**config.mk**
```make
export PLATFORM = sky130hd
export DESIGN_NAME = dca_stream_monitor
export DESIGN_NICKNAME = d
export VERILOG_FILES = /design/src/rtl/dca_mon_pkg.sv /design/src/rtl/dca_dsv_tracker.sv /design/src/rtl/dca_run_tracker.sv /design/src/rtl/dca_frame_judge.sv /design/src/rtl/dca_stream_monitor.sv
export SDC_FILE = /design/constraint.sdc
export NUM_CORES = 1
export LEC_CHECK = 0
export ABC_AREA = 1
export BUFFER_PORTS_ARGS = -buffer_cell sky130_fd_sc_hd__clkbuf_2
export CAP_MARGIN = 5
export CORE_MARGIN = 2
export CORE_UTILIZATION = 45
export CTS_BUF_LIST = sky130_fd_sc_hd__clkbuf_8
export DETAILED_ROUTE_END_ITERATION = 12
export GPL_TIMING_DRIVEN = 0
export SETUP_SLACK_MARGIN = 0.3
export SLEW_MARGIN = 0
export SYNTH_ARGS = -nofsm -noshare
export SYNTH_HDL_FRONTEND = slang
export SYNTH_SLANG_ARGS = --single-unit
```
**constraint.sdc**
```tcl
create_clock -name clk -period 2.3 [get_ports clk]
set_input_delay 0.345 -clock clk [delete_from_list [all_inputs] [get_ports clk]]
set_output_delay 0.345 -clock clk [all_outputs]
set_load 0.02 [all_outputs]
```
**src/rtl/dca_mon_pkg.sv**
```systemverilog
`timescale 1ns/1ps
package dca_mon_pkg;

  typedef struct packed {
    logic short_w;
    logic long_w;
    logic dsv;
    logic period;
    logic nozero;
    logic noperiod;
  } dca_err_t;

  // One UI of running-sum arithmetic.
  function automatic int dsv_step(input int sum, input logic lvl);
    return lvl ? sum + 1 : sum - 1;
  endfunction

  // True when a sum lies outside the symmetric band +/-lim.
  function automatic logic dsv_outside(input int sum, input int lim);
    return (sum > lim) || (sum < -lim);
  endfunction

  // Saturate a sum to +/-sat so that a broken stream cannot wrap.
  function automatic int dsv_clamp(input int sum, input int sat);
    if (sum > sat) return sat;
    if (sum < -sat) return -sat;
    return sum;
  endfunction

endpackage

```
**src/rtl/dca_dsv_tracker.sv**
```systemverilog
`timescale 1ns/1ps
module dca_dsv_tracker
  import dca_mon_pkg::*;
#(
  parameter int DSV_LIM = 5
) (
  input  logic clk,
  input  logic rst_n,
  input  logic bit_i,
  input  logic arm_i,
  output logic zero_o,
  output logic bad_o
);
  localparam int DSV_W = $clog2(DSV_LIM + 1) + 3;
  localparam int SAT   = (2 ** (DSV_W - 1)) - 1;

  logic signed [DSV_W-1:0] dsv_q, dsv_d;
  int sum_nxt;

  always_comb begin
    sum_nxt = dsv_clamp(dsv_step(int'(dsv_q), bit_i), SAT);
    dsv_d   = DSV_W'(sum_nxt);
  end

  assign zero_o = (sum_nxt == 0);
  assign bad_o  = arm_i && dsv_outside(sum_nxt, DSV_LIM);

  always_ff @(posedge clk or negedge rst_n) begin
    if (!rst_n) dsv_q <= '0;
    else        dsv_q <= dsv_d;
  end
endmodule

```
**src/rtl/dca_run_tracker.sv**
```systemverilog
`timescale 1ns/1ps
module dca_run_tracker #(
  parameter int MIN_W   = 2,
  parameter int MAX_W   = 6,
  parameter int PER_MIN = 4,
  parameter int PER_MAX = 10
) (
  input  logic clk,
  input  logic rst_n,
  input  logic bit_i,
  output logic edge_o,
  output logic short_o,
  output logic long_o,
  output logic period_bad_o,
  output logic ten_o,
  output logic armed_o
);
  localparam int RW = $clog2(MAX_W + 2);
  localparam int PW = $clog2(2 * MAX_W + 3);
  localparam logic [RW-1:0] MIN_C = RW'(MIN_W);
  localparam logic [RW-1:0] MAX_C = RW'(MAX_W);
  localparam logic [RW-1:0] SAT_C = RW'(MAX_W + 1);
  localparam logic [RW-1:0] TEN_C = RW'(PER_MAX - MAX_W);
  localparam logic [PW-1:0] PMIN_C = PW'(PER_MIN);
  localparam logic [PW-1:0] PMAX_C = PW'(PER_MAX);

  logic          prev_q, have_q, full_q, pfull_q;
  logic [RW-1:0] run_q, last_q;
  logic [PW-1:0] per;
  logic          done, pair;

  assign edge_o  = have_q && (bit_i != prev_q);
  assign done    = edge_o && full_q;
  assign pair    = done && pfull_q;
  assign per     = PW'(last_q) + PW'(run_q);
  assign armed_o = full_q;

  assign short_o      = done && (run_q < MIN_C);
  assign long_o       = full_q && have_q && !edge_o && (run_q == MAX_C);
  assign period_bad_o = pair && ((per < PMIN_C) || (per > PMAX_C));
  assign ten_o        = pair && (per == PMAX_C) && (last_q >= TEN_C) && (run_q >= TEN_C);

  always_ff @(posedge clk or negedge rst_n) begin
    if (!rst_n) begin
      prev_q  <= 1'b0;
      have_q  <= 1'b0;
      full_q  <= 1'b0;
      pfull_q <= 1'b0;
      run_q   <= '0;
      last_q  <= '0;
    end else begin
      prev_q <= bit_i;
      have_q <= 1'b1;
      if (!have_q) begin
        run_q <= RW'(1);
      end else if (edge_o) begin
        run_q   <= RW'(1);
        full_q  <= 1'b1;
        pfull_q <= full_q;
        last_q  <= run_q;
      end else if (run_q != SAT_C) begin
        run_q <= run_q + RW'(1);
      end
    end
  end
endmodule

```
**src/rtl/dca_frame_judge.sv**
```systemverilog
`timescale 1ns/1ps
module dca_frame_judge (
  input  logic clk,
  input  logic rst_n,
  input  logic strobe_i,
  input  logic zero_ev_i,
  input  logic ten_ev_i,
  output logic miss_zero_o,
  output logic miss_ten_o,
  output logic stat_valid_o,
  output logic stat_zero_o,
  output logic stat_ten_o
);
  logic armed_q, zero_seen_q, ten_seen_q;
  logic judge;

  assign judge       = strobe_i && armed_q;
  assign miss_zero_o = judge && !zero_seen_q;
  assign miss_ten_o  = judge && !ten_seen_q;

  always_ff @(posedge clk or negedge rst_n) begin
    if (!rst_n) begin
      armed_q      <= 1'b0;
      zero_seen_q  <= 1'b0;
      ten_seen_q   <= 1'b0;
      stat_valid_o <= 1'b0;
      stat_zero_o  <= 1'b0;
      stat_ten_o   <= 1'b0;
    end else begin
      stat_valid_o <= judge;
      if (judge) begin
        stat_zero_o <= zero_seen_q;
        stat_ten_o  <= ten_seen_q;
      end
      if (strobe_i) begin
        armed_q     <= 1'b1;
        zero_seen_q <= zero_ev_i;
        ten_seen_q  <= ten_ev_i;
      end else begin
        zero_seen_q <= zero_seen_q | zero_ev_i;
        ten_seen_q  <= ten_seen_q | ten_ev_i;
      end
    end
  end
endmodule

```
**src/rtl/dca_stream_monitor.sv**
```systemverilog
`timescale 1ns/1ps
module dca_stream_monitor
  import dca_mon_pkg::*;
#(
  parameter int DSV_LIM = 5,
  parameter int MIN_W   = 2,
  parameter int MAX_W   = 6,
  parameter int PER_MIN = 4,
  parameter int PER_MAX = 10
) (
  input  logic clk,
  input  logic rst_n,
  input  logic line_i,
  input  logic frame_start_i,
  input  logic clear_i,
  output logic err_short_o,
  output logic err_long_o,
  output logic err_dsv_o,
  output logic err_period_o,
  output logic err_nozero_o,
  output logic err_noperiod_o,
  output logic frame_stat_valid_o,
  output logic frame_zero_o,
  output logic frame_ten_o
);
  logic edge_w, short_w, long_w, period_w, ten_w, armed_w;
  logic zero_w, dsv_bad_w, miss_zero_w, miss_ten_w;
  dca_err_t ev_w, err_q;

  dca_run_tracker #(
    .MIN_W(MIN_W), .MAX_W(MAX_W), .PER_MIN(PER_MIN), .PER_MAX(PER_MAX)
  ) i_run (
    .clk(clk), .rst_n(rst_n), .bit_i(line_i),
    .edge_o(edge_w), .short_o(short_w), .long_o(long_w),
    .period_bad_o(period_w), .ten_o(ten_w), .armed_o(armed_w)
  );

  dca_dsv_tracker #(.DSV_LIM(DSV_LIM)) i_dsv (
    .clk(clk), .rst_n(rst_n), .bit_i(line_i), .arm_i(armed_w),
    .zero_o(zero_w), .bad_o(dsv_bad_w)
  );

  dca_frame_judge i_frame (
    .clk(clk), .rst_n(rst_n), .strobe_i(frame_start_i),
    .zero_ev_i(zero_w), .ten_ev_i(ten_w),
    .miss_zero_o(miss_zero_w), .miss_ten_o(miss_ten_w),
    .stat_valid_o(frame_stat_valid_o), .stat_zero_o(frame_zero_o),
    .stat_ten_o(frame_ten_o)
  );

  always_comb begin
    ev_w.short_w  = short_w;
    ev_w.long_w   = long_w;
    ev_w.dsv      = dsv_bad_w;
    ev_w.period   = period_w;
    ev_w.nozero   = miss_zero_w;
    ev_w.noperiod = miss_ten_w;
  end

  always_ff @(posedge clk or negedge rst_n) begin
    if (!rst_n)       err_q <= '0;
    else if (clear_i) err_q <= '0;
    else              err_q <= err_q | ev_w;
  end

  assign err_short_o    = err_q.short_w;
  assign err_long_o     = err_q.long_w;
  assign err_dsv_o      = err_q.dsv;
  assign err_period_o   = err_q.period;
  assign err_nozero_o   = err_q.nozero;
  assign err_noperiod_o = err_q.noperiod;
endmodule

```
==> impl_results.md <==
* CP delay by family, top: simple AND/OR/NAND/NOR gates
* Max FFs per register at 6
* WL final at 3110 µm
* Critical path type: flop to flop
* Via count at 1205
* Endpoints failing hold at 0
* Longest Clk Path Bufs at 2
* Syn Nets at 196
* Synth area leader: dfrtp_1
* Worst-path maximum fanout at 5
* Final setup margin at 0.3786 ns
* Global Route Usage Sum at 16.07%
* DRT antenna net count at 0
* Post-synthesis cell count at 177
* Chip Height at 62.20 µm
* Count of pins over their slew limit at 0
* Die ar. at 0.003868 mm²
* Via/cell ratio at 4.839
* Worst setup SP type: flop
* Drt first pass iters at 4
* CTS HTree Levels at 1
* Area delta synth->final at 28.00%
* Vias in the first global route at 1154
* F_max at 0.5204 GHz
* Number of synthesized flops with an enable pin at 0
* Routability cong. at 0.8023
* Maxcap violations at 0
* Synth cell count leaders: inv_1 (32), nand2_1 (30), dfrtp_1 (28)
* Static leakage at 1.023 nW
* Final setup vio count at 0
* IO Pins at 14
* Initial DRC Count at 30
* P per Cell Area at 1259 mW/mm²
* Clk_skew at 0.006656 ns
* Reg clk slew, reported paths at 0.10 ns
* Most frequent cell after synthesis: inv_1
* FF+latch count, synth at 28
* DP Worst Slack at 0.08011 ns
* Initial antenna violation count at 0
* Primary FF master, synth: dfrtp_1
* CTS tree: done
* CP required at 2.47 ns
* Detailed Place HPWL at 2132 µm
* Diode count at 0
* Mapped Area at 0.001524 mm²
* Synth area leaders: dfrtp_1 (46%), ha_1 (9.9%), inv_1 (7.9%), nand2_1 (7.4%), nor2_1 (4.7%)
* Root buf cell: clkbuf_8
* Total CTS buffers at 3
* Reg2Reg Depth at 14
* DR WL/cell at 12.49 µm
* Fraction of registers with async set/reset at 100.0%
* CP max stage cell: dfrtp_1
* Worst-Margin Slew at 0.6804 ns
* First-pass GRT wire length at 5009 µm
* Final nets at 223
* Top cell by count, worst path: nand2_2
* Worst-Skew Late Latency at 0.28 ns
* WP buf/inv at 0
* # rows at 21
* Crit share post-route at 83.54%
* TNS Setup at 0 ns
* RR Startpoint: i_dsv.dsv_q[1]$_DFF_PN0_
* Reg-to-reg critical path endpoint: err_dsv_o$_DFF_PN0_
* DRC viols at 0
* Levels on crit path at 14
* Port buffer count at 13
* Grt ovf at 0
* Share of cells above drive strength 1 at 31.03%
* Crit-path cells: ha_4 > nand2_1 > nor2_2 > nand2_2 > nand3_2 > nand2_1 > nand2_2 > nand2_4 > nand2_4 > nand3_2 > nand2_2 > nand2_2 > nand3_2 > a21oi_2
* Core ar. at 0.003284 mm²
* Fillers at 270
* Die width at 62.20 µm
* Clock sinks at 28
* Min-delay worst type: primary input to async pin
* RSZ-0062 raised after global routing: false
* Largest net degree at the start of global routing at 29
* Post-synthesis sequential area ratio at 45.98%
* Synth cell types at 25
* Mean Syn Cell Area at 8.610 µm²
* VDD IR-drop max at 640.1 µV
* Slew HR at 54.64%
* Worst R2R Setup Slack at 0.38 ns
* Status: finished, final reports clean
* CP max stage delay at 0.44 ns
* Register with the most flip-flops: i_dsv.dsv_q
* Final min period at 1.921 ns
* Share of the synthesized area in the top cell type at 45.98%
* CP endpoint kind: flop
* Largest regs: i_dsv.dsv_q x6, i_run.last_q x3, i_run.run_q x3
* Ys Warns at 0
* # hold bufs at CTS at 0
* Initial Utilization at 46.40%
* Arrival @ worst endpoint at 2.09 ns
[power breakdown]
part           internal [W]  leakage (nW)  total [W]  switching, W
sequential         0.000587         0.337   0.000658     0.0000711
combinational      0.000576         0.650    0.00141      0.000831
clock              0.000233        0.0357   0.000391      0.000157
total               0.00140          1.02    0.00246       0.00106
[metal layers]
layer / GRT usage [%] / vias to the layer above / share of wire (%)
li1: - / 609 / -
met2: 27.31 / 16 / 49
met1: 21.33 / 575 / 47
met3: 2.355 / 5 / 2.2
met5: 0 / - / 0
met4: 5.000 / 0 / 1.0
[layout make-up]
cell class | count | area (µm²) | area share (%)
sequential | 28 | 701.9 | 35.98
inverter | 34 | 131.4 | 6.735
clock buffer | 3 | 41.29 | 2.117
timing repair buffer | 22 | 138.9 | 7.120
tap | 46 | 57.56 | 2.951
multi-input combinational | 115 | 849.6 | 43.55
clock inverter | 1 | 30.03 | 1.539
[through the flow]
stage                     hold WS, ns  util [%]  instance area (µm²)  std cells  power, W
final                         0.08259     59.39                 1951        249  0.002456
after global routing           0.1592     59.39                 1951        249  0.002633
after CTS                      0.1253     52.30                 1718        240  0.001958
after detailed placement       0.4275     50.13                 1647        236  0.001569
after global placement         0.4123     50.13                 1647        236  0.001522
after floorplan               0.04941         -                 1524        177  0.001370
[layout by cell type (no fill, tap or decap), drive strengths merged, types with 2 or more instances in the layout]
master,instances
a211oi,2
xor2,3
o21ai,7
nand3,12
buf,10
nand2,36
nor2,20
dfrtp,28
nor3,2
clkbuf,15
fa,2
inv,33
ha,12
nand4,6
a21oi,7
[cell families after synthesis]
family	synth area share (%)
adders and majority gates	12.48
buffers and inverters	8.375
AOI/OAI and AO/OA	7.471
DFF	45.98
and+or+nand+nor	23.15
xor gates and xnor gates	2.299
other	0.2461
[worst max path at each step]
stage / startpoint / end / slack (ns)
6_report: i_dsv.dsv_q[1]$_DFF_PN0_ / err_dsv_o$_DFF_PN0_ / 0.38
5_1_grt: line_i / err_dsv_o$_DFF_PN0_ / 0.26
4_1_cts: i_dsv.dsv_q[0]$_DFF_PN0_ / err_dsv_o$_DFF_PN0_ / 0.30
3_5_place_dp: line_i / err_dsv_o$_DFF_PN0_ / 0.08
3_3_place_gp: line_i / err_dsv_o$_DFF_PN0_ / 0.13
2_1_floorplan: line_i / err_dsv_o$_DFF_PN0_ / 0.48
[timing repair]
action | CTS | global route
endpoints found under the setup margin | 0 | 3
resized for setup | 0 | 36
setup buffers | 0 | 9
endpoints found under the hold margin | 0 | 0
Power figures use the tool's default switching activity.
